--- src/rtl/opnd_shifter_pkg.sv ---
package opnd_shifter_pkg;
  typedef enum logic [1:0] {
    SHK_LSL = 2'b00,
    SHK_LSR = 2'b01,
    SHK_ASR = 2'b10,
    SHK_ROR = 2'b11
  } shk_e;
endpackage

--- src/rtl/opnd_shift_decode.sv ---
module opnd_shift_decode
  import opnd_shifter_pkg::*;
#(
  parameter int W     = 32,
  parameter int AMT_W = $clog2(W)
) (
  input  logic [1:0]       kind,
  input  logic [AMT_W-1:0] amt,
  input  logic             msb,
  output logic [AMT_W:0]   eff,
  output logic             go_left,
  output logic             rot,
  output logic             fill,
  output logic             rrx
);
  shk_e k;
  logic zero_amt;

  always_comb begin
    k        = shk_e'(kind);
    zero_amt = (amt == '0);
    go_left  = (k == SHK_LSL);
    rot      = (k == SHK_ROR);
    fill     = (k == SHK_ASR) ? msb : 1'b0;
    rrx      = rot && zero_amt;
    if (zero_amt) begin
      unique case (k)
        SHK_LSR, SHK_ASR: eff = (AMT_W+1)'(W);
        SHK_ROR:          eff = (AMT_W+1)'(1);
        default:          eff = '0;
      endcase
    end else begin
      eff = {1'b0, amt};
    end
  end
endmodule

--- src/rtl/opnd_shift_core.sv ---
module opnd_shift_core #(
  parameter int W     = 32,
  parameter int AMT_W = $clog2(W)
) (
  input  logic [W-1:0]   din,
  input  logic [AMT_W:0] eff,
  input  logic           go_left,
  input  logic           rot,
  input  logic           fill,
  output logic [W-1:0]   dout
);
  localparam int STAGES = AMT_W + 1;

  logic [W-1:0] stage [STAGES+1];
  logic [W-1:0] flipped_in;
  logic [W-1:0] flipped_out;

  for (genvar b = 0; b < W; b++) begin : g_rev
    assign flipped_in[b]  = din[W-1-b];
    assign flipped_out[b] = stage[STAGES][W-1-b];
  end

  assign stage[0] = go_left ? flipped_in : din;

  for (genvar k = 0; k < STAGES; k++) begin : g_stage
    localparam int SH = 1 << k;
    if (SH < W) begin : g_part
      always_comb begin
        if (!eff[k])  stage[k+1] = stage[k];
        else if (rot) stage[k+1] = {stage[k][SH-1:0], stage[k][W-1:SH]};
        else          stage[k+1] = {{SH{fill}}, stage[k][W-1:SH]};
      end
    end else begin : g_full
      always_comb begin
        if (!eff[k]) stage[k+1] = stage[k];
        else         stage[k+1] = {W{fill}};
      end
    end
  end

  assign dout = go_left ? flipped_out : stage[STAGES];
endmodule

--- src/rtl/opnd_shift_carry.sv ---
module opnd_shift_carry #(
  parameter int W     = 32,
  parameter int AMT_W = $clog2(W)
) (
  input  logic [W-1:0]   din,
  input  logic [AMT_W:0] eff,
  input  logic           go_left,
  input  logic           rot,
  input  logic           rrx,
  input  logic           cin,
  input  logic           top_bit,
  output logic           cout
);
  logic [AMT_W-1:0] idx;

  always_comb begin
    if (go_left) idx = AMT_W'(W - int'(eff));
    else         idx = AMT_W'(int'(eff) - 1);
    if (rrx)                 cout = din[0];
    else if (eff == '0)      cout = cin;
    else if (rot)            cout = top_bit;
    else                     cout = din[idx];
  end
endmodule

--- src/rtl/opnd_shifter.sv ---
module opnd_shifter #(
  parameter int W     = 32,
  parameter int AMT_W = $clog2(W)
) (
  input  logic             clk,
  input  logic             rst,
  input  logic [W-1:0]     src,
  input  logic [1:0]       kind,
  input  logic [AMT_W-1:0] amt,
  input  logic             cin,
  output logic [W-1:0]     res,
  output logic             cout
);
  logic [AMT_W:0] eff;
  logic           go_left, rot, fill, rrx;
  logic [W-1:0]   shifted, nxt_res;
  logic           nxt_cout;

  opnd_shift_decode #(.W(W), .AMT_W(AMT_W)) u_dec (
    .kind(kind), .amt(amt), .msb(src[W-1]), .eff(eff),
    .go_left(go_left), .rot(rot), .fill(fill), .rrx(rrx)
  );

  opnd_shift_core #(.W(W), .AMT_W(AMT_W)) u_core (
    .din(src), .eff(eff), .go_left(go_left), .rot(rot), .fill(fill),
    .dout(shifted)
  );

  assign nxt_res = rrx ? {cin, shifted[W-2:0]} : shifted;

  opnd_shift_carry #(.W(W), .AMT_W(AMT_W)) u_carry (
    .din(src), .eff(eff), .go_left(go_left), .rot(rot), .rrx(rrx),
    .cin(cin), .top_bit(shifted[W-1]), .cout(nxt_cout)
  );

  always_ff @(posedge clk) begin
    if (rst) begin
      res  <= '0;
      cout <= 1'b0;
    end else begin
      res  <= nxt_res;
      cout <= nxt_cout;
    end
  end
endmodule

--- config.mk ---
export PLATFORM = sky130hd
export DESIGN_NAME = opnd_shifter
export DESIGN_NICKNAME = d
export VERILOG_FILES = /design/src/rtl/opnd_shifter_pkg.sv /design/src/rtl/opnd_shift_decode.sv /design/src/rtl/opnd_shift_core.sv /design/src/rtl/opnd_shift_carry.sv /design/src/rtl/opnd_shifter.sv
export SDC_FILE = /design/constraint.sdc
export NUM_CORES = 1
export LEC_CHECK = 0
export CAP_MARGIN = 20
export CORE_MARGIN = 2
export CORE_UTILIZATION = 45
export CTS_CLUSTER_DIAMETER = 40
export DETAILED_ROUTE_END_ITERATION = 10
export GPL_TIMING_DRIVEN = 0
export PLACE_DENSITY = 0.72
export SLEW_MARGIN = 5
export SYNTH_ARGS = -nofsm -noshare
export SYNTH_HDL_FRONTEND = slang
export SYNTH_SLANG_ARGS = --single-unit
--- constraint.sdc ---
create_clock -name clk -period 3.5 [get_ports clk]
set_input_delay 0.7 -clock clk [delete_from_list [all_inputs] [get_ports clk]]
set_output_delay 0.7 -clock clk [all_outputs]
set_load 0.05 [all_outputs]
==> summary.txt, run 1 <==
Status
  • Status: finished, violations left
  • Failing checks: setup timing

Finish
  • Area grow syn2layout: 37.3%
  • Commonest non-fill, non-tap cell in the layout: mux2i_1
  • Commonest cells after routing, fill and taps aside: mux2i_1, clkdlybuf4s50_1, nand2_1, nor2_1, dfxtp_1
  • Layout cells sized above 1: 0.253
  • Final nets: 888
  • Finished Core Util: 0.629
  • Filler Cells Inserted: 1046

Global routing
  • Vias in the first global route: 7094
  • Total track usage: 0.425
  • Grt total ovfl: 0
  • Initial antenna violation count: 0
  • Largest net degree at the start of global routing: 11
  • Global-route wire length before repair: 42.3 mm

Yosys
  • Yosys reg bits: 33
  • Cell area after synthesis: 0.00548 mm^2
  • Synth Net Count: 785
  • Asr flop ratio synth: 0
  • Mux cell area share after synthesis: 0.239
  • Adder-cell share of the synthesized area: 0.0114
  • Combinational family with the most area after synthesis: compound AO/OA/AOI/OAI gates
  • Mapped Avg Cell Area: 7.43 um^2
  • Largest cells by area after synthesis: mux2i_1, dfxtp_1, mux4_2
  • Seq/Total Area, Yosys: 0.121
  • Leading area contributor after synthesis: mux2i_1
  • Yosys warning count: 0
  • Simple-Gate Fraction of Synth Area: 0.235
  • Unique masters post-synth: approximately 70
  • Post-synth EDFFs: 0
  • Yosys top cell area share: 0.166
  • Post-Syn Instances: around 740
  • Top FF cell, synth: dfxtp_1
  • Synth Area in Compound Gates: 0.317
  • Synth Area in XOR/XNOR: 0.0112

Hold path
  • Hold WC Path Type: input port to flip-flop
  • Hold_sp: amt[4]
  • Hold endpoint: res[31]
  • Hold path depth: 4

Critical path
  • Critical path required time: between 3000 and 4000 ps
  • Critical path's slowest cell: or4_1
  • Crit path arrival time: between 3000 and 4000 ps
  • CP dominant cell by count: buf_6
  • Worst setup EP type: flip-flop
  • Worst path max stage delay: ~580 ps
  • Crit-path cells: buf_6, inv_1, ha_1, clkbuf_4, buf_4, buf_6, mux2i_1, o211ai_1, a31oi_1, nor2_1, or4_1, a311oi_2, o22ai_1
  • WP buf/inv: 5
  • CP Class: input port to flip-flop
  • Startpoint Class: input port
  • CP delay by family, top: compound AO/OA/AOI/OAI gates
  • Max FO, Critical Path: 10

Flow run
  • Max-Cap Viols: 0

STA
  • Final Slew Violations: 0
  • Fmax: 0.285 GHz
  • RSZ-0062 raised after global routing: true
  • Slew @ Worst Pin: approximately 1100 ps
  • PnR worst setup slack: -14.6 ps
  • Final Hold Viols: 0
  • Final setup violation count: 4
  • Clock period minus worst slack: 3510 ps
  • Final worst path period share: 1.00
  • Relative slew slack: 0.264

CTS
  • Clock tree buffer depth: 2
  • Clock transition at the registers of the reported paths: 50 ps
  • CTS Root Cell: clkbuf_16
  • CTS tree: built
  • Hold buffer count at cts: 0
  • Clk sinks: 33
  • CTS Buf Count: 5
  • H-tree levels: 2

Die
  • Die area: approximately 0.013 mm^2
  • Initial Util: 0.458
  • Core Box Area: 0.0120 mm^2
  • Die Height: approximately 110 um
  • Rows: 40
  • DIE WIDTH: 114 um
  • Io pins: 75

Drt
  • Vias: 7591
  • Initial DRC count: 1302
  • Routed wire length: 28.7 mm
  • Drt wl/cell: 29.0 um
  • Routed vias/inst: roughly 7.7
  • Drt pass-1 iters: 6
  • DR DRC count: 0
  • Routed Antenna Nets: 0

Placement
  • Post-DP HPWL: 21.7 mm
  • IO Port Bufs: 71
  • Pre-CTS WS: -1420 ps
  • Gp weighted congestion: 1.09

Power
  • PD cells: 298 mW/mm^2
  • Leak: between 0.002 and 0.003 uW
  • VDD IR max: 0.179 mV
-- flip-flops by register name (all words and copies together), names as in the netlist --
| signal | count |
|---|---|
| res | 32 |
| cout | 1 |
-- cell type report --
type / instances / area, um^2 / area share
clock inverter: 2 / 10.0 / 0.00133
buffer: 73 / 474 / 0.0630
inverter: 14 / 55.1 / 0.00732
timing repair buffer: 97 / 903 / 0.120
tap: 147 / 184 / 0.0244
antenna: 1 / 2.50 / 0.000333
multi-input combinational: 617 / 5110 / 0.679
sequential: 33 / 661 / 0.0878
clock buffer: 6 / 129 / 0.0171
-- kinds of logic after synthesis --
kind of cell | count (synthesis)
multiplexers | 114
flip-flops | 33
buffers and inverters | 88
adder cells (fa/ha/maj) | 5
XOR/XNOR | 7
AND/OR/NAND/NOR | 244
AO/OA/AOI/OAI | 247
-- Yosys cell counts (9+ instances only) --
library cell / count
a211oi_1: 19
a21oi_1: 36
a22oi_1: 15
a31oi_1: 17
buf_1: 9
buf_2: 16
clkbuf_1: 45
dfxtp_1: 33
inv_1: 10
mux2_2: 10
mux2i_1: 91
mux4_2: 12
nand2_1: 52
nand3_1: 34
nand4_1: 14
nor2_1: 41
nor3_1: 31
nor3b_1: 22
o211ai_1: 16
o21ai_0: 28
o22ai_1: 31
o32ai_1: 10
-- power by group --
group,switching [uW],total [uW],internal [uW]
clock,152,412,261
combinational,884,1400,519
sequential,9.39,427,418
-- worst min-delay path, stage by stage --
cell	delay (ps)
buf_2	150
nor3_1	120
nand3_1	190
a311oi_1	110
-- repair_timing --
action / in CTS / in global routing
buffers inserted: 17 / 8
pin swaps: 20 / 23
resized for setup: 137 / 90
endpoints found under the setup margin: 33 / 33
gates cloned: 0 / 0
hold endpoints to repair: 0 / 0
-- how the worst max path moves through the flow --
stage / cells after the start / from / to
finish: 13 / kind[0] / res[14]
global route: 13 / kind[1] / res[2]
CTS: 13 / amt[3] / res[2]
detailed placement: 15 / kind[0] / res[31]
global placement: 11 / kind[1] / res[5]
floorplan: 16 / kind[0] / cout
-- stage by stage --
stage	cell area, um^2	power (uW)	setup TNS [ps]	hold slack [ps]	instances
2_1_floorplan	5520	1190	0	881	738
3_3_place_gp	6410	1580	-45230	1360	956
5_1_grt	7520	2300	-442	1070	989
6_report	7520	2240	-29.0	1050	990
3_5_place_dp	6420	1590	-39480	1350	957
4_1_cts	7110	2090	0	1080	982
-- per-layer routing --
metal / vias up / track usage / routed length (um)
met5: - / 0 / 0
met4: 0 / 0.186 / 1960
met3: 194 / 0.122 / 4240
met2: 732 / 0.650 / 11900
met1: 3533 / 0.559 / 10600
li1: 3132 / - / -
Note: power is estimated with default switching activity, not from simulation.
==> inputs of run 2 (changes only) <==
TNS_END_PERCENT = 5   (was not set)
==> run 2 against run 1 <==
Net effect:
- the run still ends with setup timing left
- critical endpoint is now res[3]
- critical path type unchanged
- via count increased by 0.83%
- sequential power about the same
- first-iteration DRC count is 7.9% higher
==> summary.txt, run 2 (synthesis gave the netlist of run 1 again) <==
Hold path
  • Hold path depth: 4 (unchanged)
  • Hold WC Path Type: input port to flip-flop

Drt
  • Vias: 7654 (+0.83%)
  • Initial DRC count: 1405 (+7.9%)
  • Routed vias/inst: 7.75 (+1.1%)
  • Routed Antenna Nets: 0 (unchanged)
  • DR DRC count: 0 (unchanged)
  • Drt wl/cell: 29.1 um (+0.15%)
  • Routed wire length: 28.7 mm (-0.16%)
  • Drt pass-1 iters: 8 (+2)

CTS
  • Clk sinks: 33 (unchanged)
  • CTS Root Cell: clkbuf_16
  • Hold buffer count at cts: 0 (unchanged)
  • CTS Buf Count: 5 (unchanged)
  • Clock transition at the registers of the reported paths: 50 ps (about the same)
  • H-tree levels: 2 (unchanged)
  • Clock tree buffer depth: 2 (unchanged)
  • CTS tree: built

STA
  • PnR worst setup slack: -63.8 ps (-49.2 ps)
  • Fmax: 0.281 GHz (-1.4%)
  • RSZ-0062 raised after global routing: true
  • Clock period minus worst slack: 3560 ps (+49.2 ps)
  • Final Slew Violations: 0 (unchanged)
  • Final setup violation count: 11 (+7)
  • Slew @ Worst Pin: 1020 ps (-75.7 ps)
  • Final Hold Viols: 0 (unchanged)
  • Relative slew slack: 0.315 (+0.0510)
  • Min Hold Slack: 1060 ps (+5.46 ps)
  • Setup TNS: -417 ps (-388 ps)
  • Final worst path period share: 1.02 (+0.0140)

Finish
  • Commonest cells after routing, fill and taps aside: mux2i_1, clkdlybuf4s50_1, nand2_1, nor2_1, dfxtp_1
  • Area grow syn2layout: 35.6%
  • Layout cells sized above 1: 0.237 (-0.0158)
  • Final nets: 885 (-0.34%)
  • Largest registers: res x32, cout x1
  • Max reg flops: 32 (unchanged)
  • Biggest register: res
  • Commonest non-fill, non-tap cell in the layout: mux2i_1

Critical path
  • Worst setup path start: amt[1]
  • Max FO, Critical Path: 10 (unchanged)
  • Worst setup EP type: flip-flop
  • CP Class: input port to flip-flop
  • Startpoint Class: input port
  • Critical path required time: 3700 ps (+60 ps)
  • Worst setup endpoint: res[3]
  • Crit path arrival time: 3760 ps (+110 ps)

Placement
  • Gp weighted congestion: 1.09 (unchanged)
  • Pre-CTS WS: -1420 ps (unchanged)
  • IO Port Bufs: 71 (unchanged)
  • Post-DP HPWL: 21.7 mm (unchanged)

Die
  • Initial Util: 0.458 (unchanged)
  • Rows: 40 (unchanged)
  • Io pins: 75 (unchanged)
  • Die area: 0.0131 mm^2 (unchanged)
  • Core Box Area: 0.0120 mm^2 (unchanged)
  • DIE WIDTH: 114 um (unchanged)
  • Die Height: 114 um (unchanged)

Global routing
  • Grt total ovfl: 0 (unchanged)
  • Global-route wire length before repair: 42.3 mm (about the same)
  • Largest net degree at the start of global routing: 11 (unchanged)
  • Total track usage: 0.426 (+0.000446)
  • Initial antenna violation count: 0 (unchanged)
  • Vias in the first global route: 7104 (+0.14%)

Status
  • Status: finished, violations left
  • Failing checks: setup timing

Power
  • Pwr Total: 2230 uW (-0.47%)
  • VDD IR max: 0.184 mV (+3.1%)
  • PD cells: 300 mW/mm^2 (+0.74%)
  • Leak: 0.00271 uW (-1.1%)

Flow run
  • Max-Cap Viols: 0 (unchanged)
==> run 2: cell count changes in the layout (fill, tap and decap cells not counted), sizes merged <==
| cell | change |
|---|---|
| buf | -2 |
| clkbuf | -1 |
==> run 2: through the flow <==
step,cell area (um^2),cells,utilization
final,7430,987,0.622
after global routing,7430,986,0.621
after CTS,7110,982,0.594
after detailed placement,6420,957,0.537
after global placement,6410,956,0.536
after floorplan,5520,738,-
==> run 2: critical path, cell delays in order <==
cell	delay, ps
buf_2	250
clkbuf_2	320
clkbuf_2	350
clkbuf_2	380
buf_2	410
a21oi_1	100
o32ai_2	470
o21ai_0	250
a211oi_4	260
nor2_1	70
a211oi_1	190
==> run 2: repair_timing <==
item | CTS | global route
pin swaps | 19 | 16
setup buffers | 17 | 5
gates resized for setup | 136 | 75
endpoints found under the setup margin | 33 | 33
==> run 2: final cells by class <==
class / instances / area [um^2]
antenna: 1 / 2.50
buffer: 73 / 465
clock buffer: 6 / 129
clock inverter: 2 / 10.0
fill: 1059 / 4530
inverter: 14 / 55.1
multi-input combinational: 617 / 5050
sequential: 33 / 661
tap: 147 / 184
timing repair buffer: 94 / 877
==> run 2: worst min-delay path by stage <==
stage | from | endpoint | slack (ps)
after floorplan | cin | res[31] | 880
after global placement | cin | res[31] | 1360
after detailed placement | cin | res[31] | 1350
after CTS | cin | res[31] | 1080
after global routing | amt[4] | res[31] | 1070
final | amt[4] | res[31] | 1060
==> run 2: where the power goes <==
part / internal [uW] / leakage (uW) / switching, uW
clock: 261 / 0.0000706 / 156
sequential: 418 / 0.000274 / 9.29
combinational: 508 / 0.00236 / 879
total: 1190 / 0.00271 / 1040
==> run 2: layer usage <==
layer	part of all wire	up-vias	GRT usage
met2	0.42	778	0.651
li1	-	3133	-
met3	0.17	162	0.133
met1	0.36	3581	0.556
met5	0	-	0
met4	0.059	0	0.177
